**config.mk**
```make
export PLATFORM = sky130hd
export DESIGN_NAME = flow_stats_accum
export DESIGN_NICKNAME = d
export VERILOG_FILES = /design/src/rtl/flow_stats_pkg.sv /design/src/rtl/flow_len_stats.sv /design/src/rtl/flow_iat_stats.sv /design/src/rtl/flow_flag_ctr.sv /design/src/rtl/flow_feat_scale.sv /design/src/rtl/flow_stats_accum.sv
export SDC_FILE = /design/constraint.sdc
export NUM_CORES = 1
export LEC_CHECK = 0
export BUFFER_PORTS_ARGS = -buffer_cell sky130_fd_sc_hd__buf_4
export CAP_MARGIN = 25
export CELL_PAD_IN_SITES_DETAIL_PLACEMENT = 0
export CELL_PAD_IN_SITES_GLOBAL_PLACEMENT = 2
export CORE_AREA = 2 2 333 335
export DETAILED_ROUTE_END_ITERATION = 6
export DIE_AREA = 0 0 335 337
export GPL_TIMING_DRIVEN = 0
export PLACE_DENSITY = 0.76
export SYNTH_ARGS = -nofsm -noshare
export SYNTH_HDL_FRONTEND = slang
export SYNTH_SLANG_ARGS = --single-unit
```
**constraint.sdc**
```tcl
create_clock -name clk -period 7.15 [get_ports clk]
set_input_delay 2.145 -clock clk [delete_from_list [all_inputs] [get_ports clk]]
set_output_delay 2.145 -clock clk [all_outputs]
set_load 0.05 [all_outputs]
```
**src/rtl/flow_stats_pkg.sv**
```systemverilog
// Shared widths, state layout and helpers for the flow statistics accumulator.
// Assumes timestamps of a flow are non-decreasing modulo 2^TS_W.
package flow_stats_pkg;

    parameter int LEN_W  = 16;   // packet length width
    parameter int TS_W   = 32;   // timestamp and gap width
    parameter int CNT_W  = 16;   // packet counter width
    parameter int TOT_W  = 24;   // length total width
    parameter int FLAG_W = 8;    // per-flag counter width
    parameter int NFLAG  = 6;    // number of counted flags
    parameter int NFEAT  = 8 + NFLAG;
    parameter int RAW_W  = 32;   // raw feature width before scaling
    parameter int CFG_W  = 5;    // width of one shift / bit-count setting

    // flow entry, most significant field first
    typedef struct packed {
        logic [CNT_W-1:0]             cnt;
        logic [TOT_W-1:0]             tot_len;
        logic [LEN_W-1:0]             min_len;
        logic [LEN_W-1:0]             max_len;
        logic [TS_W-1:0]              first_ts;
        logic [TS_W-1:0]              last_ts;
        logic [TS_W-1:0]              min_iat;
        logic [TS_W-1:0]              max_iat;
        logic [TS_W-1:0]              sum_iat;
        logic [NFLAG-1:0][FLAG_W-1:0] flag_cnt;
    } flow_state_t;

    localparam int ST_W = $bits(flow_state_t);

    // bit in the TCP flag byte for each counter: ACK SYN PSH ECE RST FIN
    localparam int FLAG_BIT [NFLAG] = '{4, 1, 3, 6, 2, 0};

    // raw feature slots
    localparam int F_TOT   = 0;
    localparam int F_MINL  = 1;
    localparam int F_MAXL  = 2;
    localparam int F_MEANL = 3;
    localparam int F_MINI  = 4;
    localparam int F_MAXI  = 5;
    localparam int F_MEANI = 6;
    localparam int F_DUR   = 7;
    localparam int F_FLAG0 = 8;

    // index of the highest set bit, 0 for a zero input
    function automatic int flog2(input logic [CNT_W-1:0] v);
        int r;
        r = 0;
        for (int i = 0; i < CNT_W; i++)
            if (v[i]) r = i;
        return r;
    endfunction

endpackage

```
**src/rtl/flow_len_stats.sv**
```systemverilog
// Length statistics: count, total, minimum, maximum and the power-of-two mean.
// Purely combinational; saturates count and total at all ones.
module flow_len_stats
    import flow_stats_pkg::*;
(
    input  logic             first,
    input  logic [LEN_W-1:0] len,
    input  logic [CNT_W-1:0] cnt_q,
    input  logic [TOT_W-1:0] tot_q,
    input  logic [LEN_W-1:0] min_q,
    input  logic [LEN_W-1:0] max_q,
    output logic [CNT_W-1:0] cnt_d,
    output logic [TOT_W-1:0] tot_d,
    output logic [LEN_W-1:0] min_d,
    output logic [LEN_W-1:0] max_d,
    output logic [RAW_W-1:0] mean_len
);

    logic [CNT_W:0] cnt_sum;
    logic [TOT_W:0] tot_sum;

    // next length fields and mean from the stored fields and this packet
    always_comb begin
        cnt_sum = {1'b0, cnt_q} + {{CNT_W{1'b0}}, 1'b1};
        tot_sum = {1'b0, tot_q} + (TOT_W+1)'(len);
        if (first) begin
            cnt_d = {{(CNT_W-1){1'b0}}, 1'b1};
            tot_d = TOT_W'(len);
            min_d = len;
            max_d = len;
        end else begin
            cnt_d = cnt_sum[CNT_W] ? {CNT_W{1'b1}} : cnt_sum[CNT_W-1:0];
            tot_d = tot_sum[TOT_W] ? {TOT_W{1'b1}} : tot_sum[TOT_W-1:0];
            min_d = (len < min_q) ? len : min_q;
            max_d = (len > max_q) ? len : max_q;
        end
        mean_len = RAW_W'(tot_d >> flog2(cnt_d));
    end

endmodule

```
**src/rtl/flow_iat_stats.sv**
```systemverilog
// Inter-arrival statistics, timestamps and flow duration.
// Gap values are invalid (held at zero) until a flow has two packets.
module flow_iat_stats
    import flow_stats_pkg::*;
(
    input  logic             first,
    input  logic [TS_W-1:0]  ts,
    input  logic [CNT_W-1:0] cnt_q,
    input  logic [CNT_W-1:0] cnt_d,
    input  logic [TS_W-1:0]  first_ts_q,
    input  logic [TS_W-1:0]  last_ts_q,
    input  logic [TS_W-1:0]  min_q,
    input  logic [TS_W-1:0]  max_q,
    input  logic [TS_W-1:0]  sum_q,
    output logic [TS_W-1:0]  first_ts_d,
    output logic [TS_W-1:0]  last_ts_d,
    output logic [TS_W-1:0]  min_d,
    output logic [TS_W-1:0]  max_d,
    output logic [TS_W-1:0]  sum_d,
    output logic [RAW_W-1:0] mean_iat,
    output logic [RAW_W-1:0] duration
);

    logic [TS_W-1:0] iat;
    logic [TS_W:0]   sum_ext;

    // next gap fields, duration and mean gap
    always_comb begin
        iat       = ts - last_ts_q;
        sum_ext   = {1'b0, sum_q} + {1'b0, iat};
        last_ts_d = ts;
        if (first) begin
            first_ts_d = ts;
            min_d      = '0;
            max_d      = '0;
            sum_d      = '0;
        end else if (cnt_q == {{(CNT_W-1){1'b0}}, 1'b1}) begin
            first_ts_d = first_ts_q;
            min_d      = iat;
            max_d      = iat;
            sum_d      = iat;
        end else begin
            first_ts_d = first_ts_q;
            min_d      = (iat < min_q) ? iat : min_q;
            max_d      = (iat > max_q) ? iat : max_q;
            sum_d      = sum_ext[TS_W] ? {TS_W{1'b1}} : sum_ext[TS_W-1:0];
        end
        duration = RAW_W'(ts - first_ts_d);
        if (cnt_d >= CNT_W'(2))
            mean_iat = RAW_W'(sum_d >> flog2(cnt_d - CNT_W'(1)));
        else
            mean_iat = '0;
    end

endmodule

```
**src/rtl/flow_flag_ctr.sv**
```systemverilog
// Saturating per-flag counters, one per entry of FLAG_BIT.
// A first packet restarts every counter at the packet's own flag bit.
module flow_flag_ctr
    import flow_stats_pkg::*;
(
    input  logic                         first,
    input  logic [7:0]                   flags,
    input  logic [NFLAG-1:0][FLAG_W-1:0] cnt_q,
    output logic [NFLAG-1:0][FLAG_W-1:0] cnt_d
);

    logic unused_flags;
    assign unused_flags = ^{flags[7], flags[5]};

    for (genvar g = 0; g < NFLAG; g++) begin : g_flag
        localparam int B = FLAG_BIT[g];
        logic          hit;
        logic [FLAG_W:0] sum;
        assign hit = flags[B];
        assign sum = {1'b0, cnt_q[g]} + (FLAG_W+1)'(hit);
        assign cnt_d[g] = first         ? FLAG_W'(hit) :
                          sum[FLAG_W]   ? {FLAG_W{1'b1}} : sum[FLAG_W-1:0];
    end

endmodule

```
**src/rtl/flow_feat_scale.sv**
```systemverilog
// Per-feature right shift and truncation to the classifier key width.
// SHIFT and BITS pack one CW-bit setting per feature, feature 0 lowest.
module flow_feat_scale #(
    parameter int NF = 14,
    parameter int RW = 32,
    parameter int FW = 16,
    parameter int CW = 5,
    parameter logic [NF*CW-1:0] SHIFT = '0,
    parameter logic [NF*CW-1:0] BITS  = '0
) (
    input  logic [NF*RW-1:0] raw,
    output logic [NF*FW-1:0] feat
);

    for (genvar g = 0; g < NF; g++) begin : g_feat
        localparam int SH = int'(SHIFT[g*CW +: CW]);
        localparam int BT = int'(BITS[g*CW +: CW]);
        localparam logic [RW-1:0] MASK = (BT >= RW) ? {RW{1'b1}} :
                                         ((RW'(1) << BT) - RW'(1));
        assign feat[g*FW +: FW] = FW'((raw[g*RW +: RW] >> SH) & MASK);
    end

endmodule

```
**src/rtl/flow_stats_accum.sv**
```systemverilog
// Top: one flow-entry update per valid cycle, registered outputs.
// Assumes the caller writes st_out back before the next packet of the flow.
module flow_stats_accum
    import flow_stats_pkg::*;
#(
    parameter int FEAT_W = 16,
    parameter logic [NFEAT*CFG_W-1:0] FEAT_SHIFT =
        {{NFLAG{5'd0}}, {4{5'd4}}, {4{5'd0}}},
    parameter logic [NFEAT*CFG_W-1:0] FEAT_BITS =
        {{NFLAG{5'd8}}, {4{5'd12}}, {4{5'd16}}}
) (
    input  logic                    clk,
    input  logic                    rst_n,
    input  logic                    in_valid,
    input  logic [LEN_W-1:0]        pkt_len,
    input  logic [TS_W-1:0]         pkt_ts,
    input  logic [7:0]              tcp_flags,
    input  logic                    first_pkt,
    input  logic [ST_W-1:0]         st_in,
    output logic                    out_valid,
    output logic [ST_W-1:0]         st_out,
    output logic [NFEAT*FEAT_W-1:0] feat_out
);

    localparam int RAW_VEC_W = NFEAT * RAW_W;

    flow_state_t cur;
    flow_state_t nxt;
    logic        first_eff;

    logic [CNT_W-1:0] cnt_d;
    logic [TOT_W-1:0] tot_d;
    logic [LEN_W-1:0] minl_d, maxl_d;
    logic [TS_W-1:0]  fts_d, lts_d, mini_d, maxi_d, sumi_d;
    logic [NFLAG-1:0][FLAG_W-1:0] flg_d;
    logic [RAW_W-1:0] mean_len, mean_iat, duration;
    logic [RAW_VEC_W-1:0]    raw;
    logic [NFEAT*FEAT_W-1:0] feat_d;

    assign cur       = st_in;
    assign first_eff = first_pkt || (cur.cnt == '0);

    flow_len_stats i_len (
        .first    (first_eff),
        .len      (pkt_len),
        .cnt_q    (cur.cnt),
        .tot_q    (cur.tot_len),
        .min_q    (cur.min_len),
        .max_q    (cur.max_len),
        .cnt_d    (cnt_d),
        .tot_d    (tot_d),
        .min_d    (minl_d),
        .max_d    (maxl_d),
        .mean_len (mean_len)
    );

    flow_iat_stats i_iat (
        .first      (first_eff),
        .ts         (pkt_ts),
        .cnt_q      (cur.cnt),
        .cnt_d      (cnt_d),
        .first_ts_q (cur.first_ts),
        .last_ts_q  (cur.last_ts),
        .min_q      (cur.min_iat),
        .max_q      (cur.max_iat),
        .sum_q      (cur.sum_iat),
        .first_ts_d (fts_d),
        .last_ts_d  (lts_d),
        .min_d      (mini_d),
        .max_d      (maxi_d),
        .sum_d      (sumi_d),
        .mean_iat   (mean_iat),
        .duration   (duration)
    );

    flow_flag_ctr i_flag (
        .first (first_eff),
        .flags (tcp_flags),
        .cnt_q (cur.flag_cnt),
        .cnt_d (flg_d)
    );

    assign nxt = '{cnt: cnt_d, tot_len: tot_d, min_len: minl_d, max_len: maxl_d,
                   first_ts: fts_d, last_ts: lts_d, min_iat: mini_d,
                   max_iat: maxi_d, sum_iat: sumi_d, flag_cnt: flg_d};

    // raw feature vector in slot order
    assign raw[F_TOT*RAW_W   +: RAW_W] = RAW_W'(tot_d);
    assign raw[F_MINL*RAW_W  +: RAW_W] = RAW_W'(minl_d);
    assign raw[F_MAXL*RAW_W  +: RAW_W] = RAW_W'(maxl_d);
    assign raw[F_MEANL*RAW_W +: RAW_W] = mean_len;
    assign raw[F_MINI*RAW_W  +: RAW_W] = RAW_W'(mini_d);
    assign raw[F_MAXI*RAW_W  +: RAW_W] = RAW_W'(maxi_d);
    assign raw[F_MEANI*RAW_W +: RAW_W] = mean_iat;
    assign raw[F_DUR*RAW_W   +: RAW_W] = duration;
    for (genvar g = 0; g < NFLAG; g++) begin : g_rawflag
        assign raw[(F_FLAG0+g)*RAW_W +: RAW_W] = RAW_W'(flg_d[g]);
    end

    flow_feat_scale #(
        .NF    (NFEAT),
        .RW    (RAW_W),
        .FW    (FEAT_W),
        .CW    (CFG_W),
        .SHIFT (FEAT_SHIFT),
        .BITS  (FEAT_BITS)
    ) i_scale (
        .raw  (raw),
        .feat (feat_d)
    );

    // output register: state write-back and features, one cycle after input
    always_ff @(posedge clk) begin
        if (!rst_n) begin
            out_valid <= 1'b0;
            st_out    <= '0;
            feat_out  <= '0;
        end else begin
            out_valid <= in_valid;
            if (in_valid) begin
                st_out   <= nxt;
                feat_out <= feat_d;
            end
        end
    end

endmodule

```
==> impl_metrics.json <==
{
  "vdd_drop_max_uv": 162,
  "cts_buffer_depth": 3,
  "fillCellCount": 11800,
  "crit_path_start_kind": "input pin",
  "clk_pin_slew_worst_paths_ns": 0.06,
  "numCtsBuffers": 46,
  "tightest_slew_ns": 1.13,
  "via_per_inst": 4.89,
  "wl_met1_um": 60300,
  "totalWireLength_um": 147000,
  "worstPathRequired_ns": 7.65,
  "fmax_ghz": 0.142,
  "synthDistinctLibCells": 89,
  "drc": 0,
  "nets": 4670,
  "grt_pass1_vias": 26200,
  "grt_first_pass_wirelength_um": 200000,
  "wl_per_cell_um": 26.3,
  "ys_warn_count": 0,
  "pwr_density_cell_nw_per_um2": 239,
  "die_h_um": 337,
  "finish.utilization": 0.331,
  "dr_wl_met2_um": 70900,
  "cts_hold_buf": 0,
  "vias": 27300,
  "cp_data_arrival_time_ns": 7.54,
  "overflow": 0,
  "dr.first_iter.drc_count": 1422,
  "async_reset_ff_frac": 0,
  "synth_top_area_share": 0.257,
  "pin_count": 845,
  "power.leakage_nw": 17.2,
  "netlist_area_um2": 25000,
  "status": "complete, no violations",
  "syn_to_final_growth_pct": 44.9,
  "rsz0062_at_grt": "true",
  "period_minus_slack_ns": 7.04,
  "cts.sinks": 321,
  "io_buffers": 772,
  "timing_hold_violations_final": 0,
  "cts_max_level": 2,
  "post_route_cells_drive_above_1_share": 0.327,
  "antenna_found_initial": 23,
  "ys_ff_latch": 321,
  "globalplace.congestion": 0.897,
  "timing.final.crit_share": 0.984,
  "slew_headroom": 0.240,
  "dieArea_um2": 113000,
  "cts_tree": "done",
  "ant_nets": 0,
  "grt_max_degree": 15,
  "min_path_type": "reg2reg",
  "core_area_um2": 110000,
  "dpl.hpwl_um": 124000,
  "synthCells": 3160,
  "routed.top_layer": "met5",
  "wl_met3_um": 10900,
  "slew_viol_final": 0,
  "cp_max_fo": 5,
  "holdPathStages": 2,
  "synth_area_per_cell_um2": 7.92,
  "start_util": 0.228,
  "grt_usage": 0.248,
  "rows": 122,
  "worstSetupPathType": "in2reg",
  "die_w_um": 335,
  "synthFlopType": "dfxtp_1",
  "fin_total_pwr_w": 0.00866,
  "yosysSeqAreaShare": 0.257,
  "crit_path_end_kind": "register",
  "setup_violations": 0,
  "synth_area_leader_cell": "dfxtp_1",
  "dr.pass1.iters": 5,
  "final.setup_skew_ns": 0,
  "synth.area.top_cells": "dfxtp_1, ha_1, mux2i_1, buf_4, nand2_1",
  "clock_latency_ns": 0.61,
  "maxCapViolCount": 0,
  "reg2regPathDepth": 3,
  "synth_edf_count": 0,
  "root_buffer": "clkbuf_16"
}
==> final cells by class <==
type	count	area, um2	share of cell area
repair buffers	854	6580	0.182
clock buffers	61	1300	0.0358
clock inverters	22	293	0.00808
plain buffers	332	2090	0.0577
well taps	1426	1780	0.0492
diodes	10	25.0	0.000691
inverters	166	623	0.0172
multi-input cells	2400	17100	0.472
flip-flops and latches	321	6430	0.177
==> cell families (layout without fill, tap and decap cells) <==
group	count (synthesis)	after routing	synth area share
other	1	74	0.000150
and+or+nand+nor	908	908	0.167
buffers and inverters	503	1435	0.104
DFF	321	321	0.257
AOI/OAI and AO/OA	858	859	0.224
adders and majority gates	209	209	0.105
muxes	264	264	0.108
xor gates and xnor gates	96	96	0.0336
==> synth_stat cells (10+ instances only) <==
library cell  number
xor2_1            35
o211ai_1          35
nor4_1            13
and4_1            16
nand2_1          314
mux2i_1          234
and2_1            11
o21bai_1          11
or3_1             13
clkbuf_1         119
a211oi_1          52
nand4_1           41
o21a_1            32
mux2_2            28
a311oi_1          19
ha_1             206
a211o_1           12
o221ai_1          31
o22ai_1           10
a21o_1            70
a31oi_1           33
xnor2_1           61
and3_1            21
nor2_1           279
dfxtp_1          321
nand2b_1          27
a21oi_1          194
o31ai_1           16
o21ai_0          231
nor3_1            48
buf_4            186
buf_2             10
buf_1             20
nand3_1           62
inv_1            164
a22o_1            17
or2_2             13
nor2b_1           21
==> repair_timing <==
action,in CTS,in global routing
cloned,1,0
resized for setup,131,91
endpoints found under the setup margin,180,66
buffers inserted,25,14
pin swaps,25,26
==> state kept, by name, indices dropped and copies added, names as in the netlist <==
register	flops
st_out	280
feat_out	40
out_valid	1
==> cell usage in the layout, fill, tap and decap left out, types with 15 or more instances in the layout <==
cell type and instances:
buf_4 1017, conb_1 64, o211ai_1 35, clkbuf_1 110
o21ai_0 222, nand4_1 41, a21o_1 70, a311oi_1 18
nor2_1 273, xnor2_1 55, nor2b_1 20, o21a_1 32
mux2_2 27, a21oi_1 179, a22o_1 17, nand3_1 61
nand2_1 313, inv_1 162, xor2_1 30, and4_1 15
dfxtp_1 321, buf_8 18, a31oi_1 25, nand2b_1 27
ha_1 191, a211oi_1 46, o221ai_2 16, clkbuf_16 46
nor3_1 41, mux2i_1 228, and3_1 20
==> routing by layer <==
layer | vias to the layer above | track usage
met3 | 182 | 0.0595
li1 | 13100 | -
met1 | 13100 | 0.300
met4 | 16 | 0.0822
met5 | - | 0
met2 | 975 | 0.429
==> per-stage QoR <==
stage	worst slack [ns]	hold slack (ns)	setup TNS [ns]	cells	area, um2
after floorplan	0.0501	0.661	0	3223	25300
final	0.114	0.451	0	5592	36200
after global routing	-0.0642	0.471	-0.112	5586	36200
after detailed placement	-3.98	0.440	-240.87	5462	33300
after CTS	-0.00942	0.452	-0.00942	5567	35700
after global placement	-4.87	0.437	-369.45	5421	32900
==> report_power, final <==
part	internal (W)	total [W]	switching [W]
clock	0.00149	0.00250	0.00101
combinational	0.00149	0.00411	0.00261
sequential	0.00194	0.00206	0.000121
==> worst max-delay path, stage by stage <==
cell and delay [ns]:
buf_4 0.09, inv_1 0.06, ha_2 0.20, fa_2 0.38, nor2b_2 0.13, o31a_1 0.34, o22ai_4 0.17, o221ai_4 0.26
a31oi_4 0.14, or2_2 0.33, nor3b_1 0.15, xnor2_1 0.16, buf_4 0.20, ha_4 0.19, a21oi_2 0.16, o21bai_1 0.10
a21oi_2 0.20, nand2_2 0.12, nor2_4 0.22, a21oi_4 0.11, or3_4 0.40, o211ai_1 0.17, mux2i_1 0.19, mux4_2 0.53
nor2b_1 0.14, a221o_1 0.26
==> worst paths after layout <==
check / startpoint / end / slack (ns)
setup / recovery: pkt_ts[0] / feat_out[105]$_SDFFE_PN0P_ / 0.11
hold / removal: st_out[48]$_SDFFE_PN0P_ / st_out[48]$_SDFFE_PN0P_ / 0.45
setup reg to reg: feat_out[107]$_SDFFE_PN0P_ / feat_out[107]$_SDFFE_PN0P_ / 6.24
hold reg to reg: st_out[48]$_SDFFE_PN0P_ / st_out[48]$_SDFFE_PN0P_ / 0.45
No activity file was read; power rests on OpenSTA's default activity.
